===== config.mk =====
export PLATFORM = sky130hd
export DESIGN_NAME = panel_clk_div
export DESIGN_NICKNAME = d
export VERILOG_FILES = /design/src/rtl/pcd_pkg.sv /design/src/rtl/pcd_rst_sync.sv /design/src/rtl/pcd_floor.sv /design/src/rtl/pcd_period_ctr.sv /design/src/rtl/pcd_out_stage.sv /design/src/rtl/panel_clk_div.sv
export SDC_FILE = /design/constraint.sdc
export NUM_CORES = 1
export LEC_CHECK = 0
export BUFFER_PORTS_ARGS = -buffer_cell sky130_fd_sc_hd__buf_2
export CAP_MARGIN = 20
export CORE_AREA = 4 4 84 67
export DETAILED_ROUTE_END_ITERATION = 7
export DIE_AREA = 0 0 88 71
export GPL_ROUTABILITY_DRIVEN = 0
export PLACE_DENSITY_LB_ADDON = 0.25
export SLEW_MARGIN = 20
export SYNTH_ARGS = -nofsm -noshare
export SYNTH_HDL_FRONTEND = slang
export SYNTH_HIERARCHICAL = 1
export SYNTH_SLANG_ARGS = --single-unit
export TNS_END_PERCENT = 50

===== constraint.sdc =====
create_clock -name clk_i -period 0.8 [get_ports clk_i]
set_input_delay 0.04 -clock clk_i [delete_from_list [all_inputs] [get_ports clk_i]]
set_output_delay 0.04 -clock clk_i [all_outputs]
set_load 0.005 [all_outputs]

===== src/rtl/pcd_pkg.sv =====
`timescale 1ns/1ps
package pcd_pkg;

  typedef enum logic [1:0] {
    PM_COLOR = 2'd0,
    PM_MONO4 = 2'd1,
    PM_MONO8 = 2'd2,
    PM_TFT   = 2'd3
  } panel_mode_e;

  localparam int unsigned FLOOR_W = 5;

  // smallest divisor the pixel path tolerates for each panel setup
  function automatic logic [FLOOR_W-1:0] mode_floor(panel_mode_e m, logic dual);
    logic [FLOOR_W-1:0] f;
    case (m)
      PM_COLOR: f = dual ? 5'd4  : 5'd1;
      PM_MONO4: f = dual ? 5'd6  : 5'd2;
      PM_MONO8: f = dual ? 5'd14 : 5'd6;
      default:  f = 5'd0;
    endcase
    return f;
  endfunction

endpackage


===== src/rtl/pcd_rst_sync.sv =====
`timescale 1ns/1ps
module pcd_rst_sync #(
  parameter int unsigned STAGES = 2
) (
  input  logic clk_i,
  input  logic rst_ni,
  output logic rst_no
);
  logic [STAGES-1:0] sync_q;

  always_ff @(posedge clk_i or negedge rst_ni) begin
    if (!rst_ni) sync_q <= '0;
    else         sync_q <= {sync_q[STAGES-2:0], 1'b1};
  end

  assign rst_no = sync_q[STAGES-1];
endmodule


===== src/rtl/pcd_floor.sv =====
`timescale 1ns/1ps
module pcd_floor
  import pcd_pkg::*;
#(
  parameter int unsigned DIV_W = 10
) (
  input  logic [DIV_W-1:0] pcd_i,
  input  panel_mode_e      mode_i,
  input  logic             dual_i,
  output logic [DIV_W-1:0] pcd_o
);
  logic [DIV_W-1:0] lim;

  always_comb begin
    lim   = DIV_W'(mode_floor(mode_i, dual_i));
    pcd_o = (pcd_i < lim) ? lim : pcd_i;
  end
endmodule


===== src/rtl/pcd_period_ctr.sv =====
`timescale 1ns/1ps
module pcd_period_ctr #(
  parameter int unsigned DIV_W = 10,
  localparam int unsigned CNT_W = DIV_W + 1
) (
  input  logic             clk_i,
  input  logic             rst_ni,
  input  logic             hold_i,
  input  logic [DIV_W-1:0] pcd_i,
  output logic [CNT_W-1:0] cnt_o,
  output logic [CNT_W-1:0] len_o
);
  logic [CNT_W-1:0] cnt_q, cnt_n;
  logic [CNT_W-1:0] len_q, len_n;
  logic             wrap;

  // the reset length of 1 makes the very first cycle a boundary
  always_comb begin
    wrap  = (cnt_q >= len_q - CNT_W'(1));
    cnt_n = cnt_q + CNT_W'(1);
    len_n = len_q;
    if (hold_i) begin
      cnt_n = '0;
      len_n = CNT_W'(1);
    end else if (wrap) begin
      cnt_n = '0;
      len_n = CNT_W'(pcd_i) + CNT_W'(2);
    end
  end

  always_ff @(posedge clk_i or negedge rst_ni) begin
    if (!rst_ni) begin
      cnt_q <= '0;
      len_q <= CNT_W'(1);
    end else begin
      cnt_q <= cnt_n;
      len_q <= len_n;
    end
  end

  assign cnt_o = cnt_q;
  assign len_o = len_q;

  assert_cnt_in_range_R1: assert property (@(posedge clk_i) disable iff (!rst_ni)
    cnt_q < len_q);

  assert_len_kept_midperiod_R9: assert property (@(posedge clk_i) disable iff (!rst_ni)
    (!hold_i && (cnt_q + CNT_W'(1) < len_q)) |=> $stable(len_q));
endmodule


===== src/rtl/pcd_out_stage.sv =====
`timescale 1ns/1ps
module pcd_out_stage #(
  parameter int unsigned CNT_W = 11
) (
  input  logic             clk_i,
  input  logic             rst_ni,
  input  logic             bypass_i,
  input  logic [CNT_W-1:0] cnt_i,
  input  logic [CNT_W-1:0] len_i,
  output logic             panel_clk_o,
  output logic             pix_rise_o
);
  logic [CNT_W-1:0] hi_len;
  logic             clk_q, clk_n;
  logic             rise_q, rise_n;

  always_comb begin
    hi_len = len_i >> 1;
    clk_n  = bypass_i ? 1'b0 : (cnt_i < hi_len);
    rise_n = clk_n & ~clk_q;
  end

  always_ff @(posedge clk_i or negedge rst_ni) begin
    if (!rst_ni) begin
      clk_q  <= 1'b0;
      rise_q <= 1'b0;
    end else begin
      clk_q  <= clk_n;
      rise_q <= rise_n;
    end
  end

  assign panel_clk_o = bypass_i ? clk_i : clk_q;
  assign pix_rise_o  = bypass_i | rise_q;

  assert_rise_single_R8: assert property (@(posedge clk_i) disable iff (!rst_ni)
    rise_q |=> !rise_q);

  assert_rise_in_high_R8: assert property (@(posedge clk_i) disable iff (!rst_ni)
    rise_q |-> clk_q);
endmodule


===== src/rtl/panel_clk_div.sv =====
`timescale 1ns/1ps
module panel_clk_div
  import pcd_pkg::*;
#(
  parameter int unsigned FIELD_W     = 5,
  parameter int unsigned SYNC_STAGES = 2
) (
  input  logic               clk_i,
  input  logic               rst_ni,
  input  logic [FIELD_W-1:0] pcd_hi_i,
  input  logic [FIELD_W-1:0] pcd_lo_i,
  input  logic               bypass_i,
  input  logic               dual_i,
  input  logic [1:0]         mode_i,
  output logic               panel_clk_o,
  output logic               pix_rise_o
);
  localparam int unsigned DIV_W = 2 * FIELD_W;
  localparam int unsigned CNT_W = DIV_W + 1;

  logic             rst_n;
  logic [DIV_W-1:0] pcd_raw, pcd_eff;
  logic [CNT_W-1:0] cnt, len;
  panel_mode_e      mode;

  assign pcd_raw = {pcd_hi_i, pcd_lo_i};
  assign mode    = panel_mode_e'(mode_i);

  pcd_rst_sync #(.STAGES(SYNC_STAGES)) u_rst (
    .clk_i (clk_i),
    .rst_ni(rst_ni),
    .rst_no(rst_n)
  );

  pcd_floor #(.DIV_W(DIV_W)) u_floor (
    .pcd_i (pcd_raw),
    .mode_i(mode),
    .dual_i(dual_i),
    .pcd_o (pcd_eff)
  );

  pcd_period_ctr #(.DIV_W(DIV_W)) u_ctr (
    .clk_i (clk_i),
    .rst_ni(rst_n),
    .hold_i(bypass_i),
    .pcd_i (pcd_eff),
    .cnt_o (cnt),
    .len_o (len)
  );

  pcd_out_stage #(.CNT_W(CNT_W)) u_out (
    .clk_i      (clk_i),
    .rst_ni     (rst_n),
    .bypass_i   (bypass_i),
    .cnt_i      (cnt),
    .len_i      (len),
    .panel_clk_o(panel_clk_o),
    .pix_rise_o (pix_rise_o)
  );

  assert_floor_color_R3: assert property (@(posedge clk_i) disable iff (!rst_n)
    (mode == PM_COLOR) |-> (pcd_eff >= (dual_i ? DIV_W'(4) : DIV_W'(1))));

  assert_floor_mono4_R4: assert property (@(posedge clk_i) disable iff (!rst_n)
    (mode == PM_MONO4) |-> (pcd_eff >= (dual_i ? DIV_W'(6) : DIV_W'(2))));

  assert_floor_mono8_R5: assert property (@(posedge clk_i) disable iff (!rst_n)
    (mode == PM_MONO8) |-> (pcd_eff >= (dual_i ? DIV_W'(14) : DIV_W'(6))));

  assert_bypass_strobe_R7: assert property (@(posedge clk_i) disable iff (!rst_n)
    bypass_i |-> pix_rise_o);
endmodule


==> impl_summary.txt <==
----------------------------------------------------
[Outcome]
  Status ... finished, violations left
  Violated checks ... negative setup slack

[Synthesis]
  Largest area contributor in the netlist ... sky130_fd_sc_hd__dfrtp_1
  Fraction of the yosys area taken by sequential cells ... a little over 30%
  Post-synthesis average cell area ... between 9 and 10 um2
  Async set-or-reset flop fraction in the synthesized netlist ... between 90% and 100%
  Share of Yosys cell area claimed by the top area cell type ... just under 30%
  Number of enable flip-flop cells after synthesis ... 0
  Count leader, synth ... sky130_fd_sc_hd__ha_1
  Primary flip-flop cell chosen by synthesis mapping ... sky130_fd_sc_hd__dfrtp_1
  Top cells by area in the synthesized netlist ... sky130_fd_sc_hd__dfrtp_1 (30%), sky130_fd_sc_hd__ha_1 (17%), sky130_fd_sc_hd__mux2_2 (5.9%)
  Mapped Cells ... between 200 and 250
  Count of different cell masters after synthesis ... 40
  Top post-synthesis cells by count ... sky130_fd_sc_hd__ha_1 (29), sky130_fd_sc_hd__dfrtp_1 (25), sky130_fd_sc_hd__nor2_1 (23)
  Post-synthesis instance area ... 2100 um2
  Flip-flop and latch count after synthesis ... 26
  Number of warnings printed during yosys synthesis ... 6
  Post-Synthesis Net Count ... approximately 280

[Routing]
  Routed length per placed instance ... between 10 and 15 um
  Detail Route Antenna Nets ... 0
  Total wirelength of the detailed-routed design ... roughly 5000 um
  Via count of the routed design ... 1806
  Number of design-rule violations left by the first detailed-router iteration ... roughly 70
  DRC violations left ... 0
  Per-cell via count in the routed design ... around 5
  Drt pass-1 iters ... 4

[Timing]
  Final setup violation count ... 26
  RSZ-0062 raised after global routing ... yes
  Worst Skew ... roughly 1.0 ps
  Final-report max-slew violation count ... 0
  Max Clock Freq ... approximately 0.36 GHz
  Post-Route Hold Slack ... roughly 65 ps
  Final critical path time including I/O delays and setup ... 2740 ps
  Period utilisation layout ... 343%
  Fin. Hold Viols ... 0
  Setup slack of the critical path after layout ... -1940 ps

[Pwr]
  Standby leakage power ... about 1.4 nW
  Total net switching power ... roughly 1.5 mW
  Fraction of power consumed by combinational cells ... approximately two fifths
  Share of total power in the clock network ... approximately 29%
  Power density normalized to cell area ... between 1500 and 2000 nW/um2
  Reg power frac ... about a third
  P_int ... 3.24 mW
  Switching part of the total ... 31.2%
  Worst VDD drop ... 1.30 mV

[Clock network]
  CTS tree ... yes
  Clk Latency, worst-skew pair ... about 370 ps
  Clk pin slew, worst setup/hold paths ... about 90 ps

[Worst setup path]
  Largest fanout of any net on the critical path ... 11
  Data required time at the worst endpoint ... 1060 ps
  Type of element capturing the critical path ... flop
  Path type of the worst setup path ... flop to flop
  Category of the worst setup path launch point ... flop
  Crit path DAT ... 3000 ps

[GRT]
  Maximum number of pins on one net before global-route repair ... 25
  Most used routing layer ... met2
  First-pass GRT wire length ... ~8300 um
  Met1 demand-to-capacity share in global routing ... around a quarter
  Met2 track demand over resource ... about a quarter
  Antenna violations before repair ... 0
  Via count of the first global-routing pass ... 1874
  Global-route congestion overflow total ... 0
  Global routing met3 resource utilization ... 4.19%
  Global-route total usage across every layer ... 17.0%

[Final layout]
  Syn-to-layout area delta ... 38.1%
  Post-Route Utilization ... approximately three fifths
  Fraction of final layout cells sized beyond drive strength 1 ... 35.0%
  Count of nets after finishing ... approximately 350
  Number of non-filler instances in the completed layout ... 363
  Multi-input logic area ... 1410 um2
  Final-layout fill cell count ... 412
  Total area of sequential cells ... 652 um2
  Diodes inserted ... 0

[Floorplanning]
  Ports ... 18
  Chip height ... 71 um
  Initial core utilization ... roughly 44%
  Core area ... 4760 um2
  DIE AREA ... approximately 6200 um2
  Cell Rows ... 22
  Chip Width ... 88 um

[Placed design]
  Detailed placer's ending HPWL ... between 3000 and 4000 um
  Buffers on Ports ... 17
  Pre-CTS WS ... -1940 ps
  Inst Count DP ... 349

[Run]
  Maxcap violations ... 0

[Hold path]
  HP Class ... primary input to flop

----------------------------------------------------
## path summary, 6_finish.rpt
| check | startpoint | to | slack (ps) | cells after the start |
|---|---|---|---|---|
| worst max-delay path | u_ctr/len_o[4] | u_ctr/len_o[10] | -1940 | 10 |
| worst min-delay path | pcd_lo_i[0] | u_ctr/len_o[0] | 70 | 5 |
| worst max register to register | u_ctr/len_o[4] | u_ctr/len_o[10] | -1940 | 10 |
| worst min register to register | u_rst/sync_q[1] | u_ctr/cnt_o[3] | 210 | 1 |
| max in group asynchronous | rst_ni | u_rst/sync_q[1] | 170 | 3 |
| min in group asynchronous | u_rst/sync_q[1] | u_ctr/cnt_o[3] | 210 | 1 |
## logic make-up (layout without fill, tap and decap cells)
| group | count (synthesis) | after routing | share of synthesized area, % |
|---|---|---|---|
| buffers and inverters | 28 | 100 | 5.54 |
| AOI/OAI and AO/OA | 27 | 27 | 9.58 |
| muxes | 16 | 16 | 8.33 |
| xor gates and xnor gates | 21 | 21 | 8.75 |
| DFF | 26 | 26 | 31.0 |
| and+or+nand+nor | 83 | 83 | 19.3 |
| other | 1 | 1 | 0.178 |
| adders and majority gates | 29 | 29 | 17.3 |
## per-stage QoR
step	TNS (ps)	power, mW	cell area, um2
4_1_cts	-42850	4.65	2880
5_1_grt	-46730	5.02	2900
3_3_place_gp	-40320	3.15	2640
3_5_place_dp	-42130	3.19	2640
2_1_floorplan	-39420	2.53	2120
6_report	-43450	4.70	2900
## worst max-delay path: stages (launching register included)
cell and delay, ps:
sky130_fd_sc_hd__dfrtp_1 420, sky130_fd_sc_hd__nor4_4 350, sky130_fd_sc_hd__nand2_1 140, sky130_fd_sc_hd__nor4_2 210, sky130_fd_sc_hd__xnor2_1 110, sky130_fd_sc_hd__ha_1 290
sky130_fd_sc_hd__nand4_1 100, sky130_fd_sc_hd__or2_1 250, sky130_fd_sc_hd__o221ai_2 260, sky130_fd_sc_hd__buf_12 180, sky130_fd_sc_hd__mux2_2 340
## metal layers
metal  wire length (um)  share of wire, %
met1               2510                51
met2               2150                44
met3                167               3.4
met4                 61               1.2
met5                  0                 0
## cells in the final DEF, fill, tap and decap left out, types with 6 or more instances in the layout
cell type	netlist	routed
sky130_fd_sc_hd__nor2_1	23	21
sky130_fd_sc_hd__buf_2	0	16
sky130_fd_sc_hd__nor4_1	8	6
sky130_fd_sc_hd__nand2_1	18	18
sky130_fd_sc_hd__o21ai_0	6	6
sky130_fd_sc_hd__mux2_2	11	9
sky130_fd_sc_hd__a21oi_1	7	7
sky130_fd_sc_hd__inv_1	19	17
sky130_fd_sc_hd__dfrtp_1	25	25
sky130_fd_sc_hd__xor2_1	8	8
sky130_fd_sc_hd__buf_4	1	47
sky130_fd_sc_hd__nand3_1	8	8
sky130_fd_sc_hd__clkbuf_8	0	7
sky130_fd_sc_hd__ha_1	29	27
sky130_fd_sc_hd__xnor2_1	13	13
## power groups by stage
stage	clock, mW	combinational [mW]	sequential (mW)
2_1_floorplan	0.0356	0.876	1.62
3_3_place_gp	0.0587	1.55	1.55
3_5_place_dp	0.0587	1.58	1.55
4_1_cts	1.37	1.74	1.54
5_1_grt	1.48	1.98	1.56
6_report	1.37	1.79	1.54
## flip-flops by register name (all words and copies together) (netlist names)
signal and cells:
u_out/clk_q 1, u_out/rise_q 1, u_ctr/cnt_o 11, u_ctr/len_o 11, u_rst/sync_q 2
## layout make-up
| cell class | instances | area share [%] |
|---|---|---|
| flip-flops and latches | 26 | 22.5 |
| inverters | 19 | 2.54 |
| repair buffers | 73 | 20.0 |
| clock buffers | 8 | 3.71 |
| well taps | 60 | 2.59 |
| multi-input cells | 177 | 48.7 |
## repair_timing
item                                   in CTS  in global routing
setup buffers                               4                  1
resized for setup                          17                  4
endpoints found under the hold margin       2                  0
hold buffers                                2                  0
setup endpoints to repair                  26                 26
gates cloned                                1                  0
pin swaps                                   4                  0
Power figures use the tool's default switching activity.
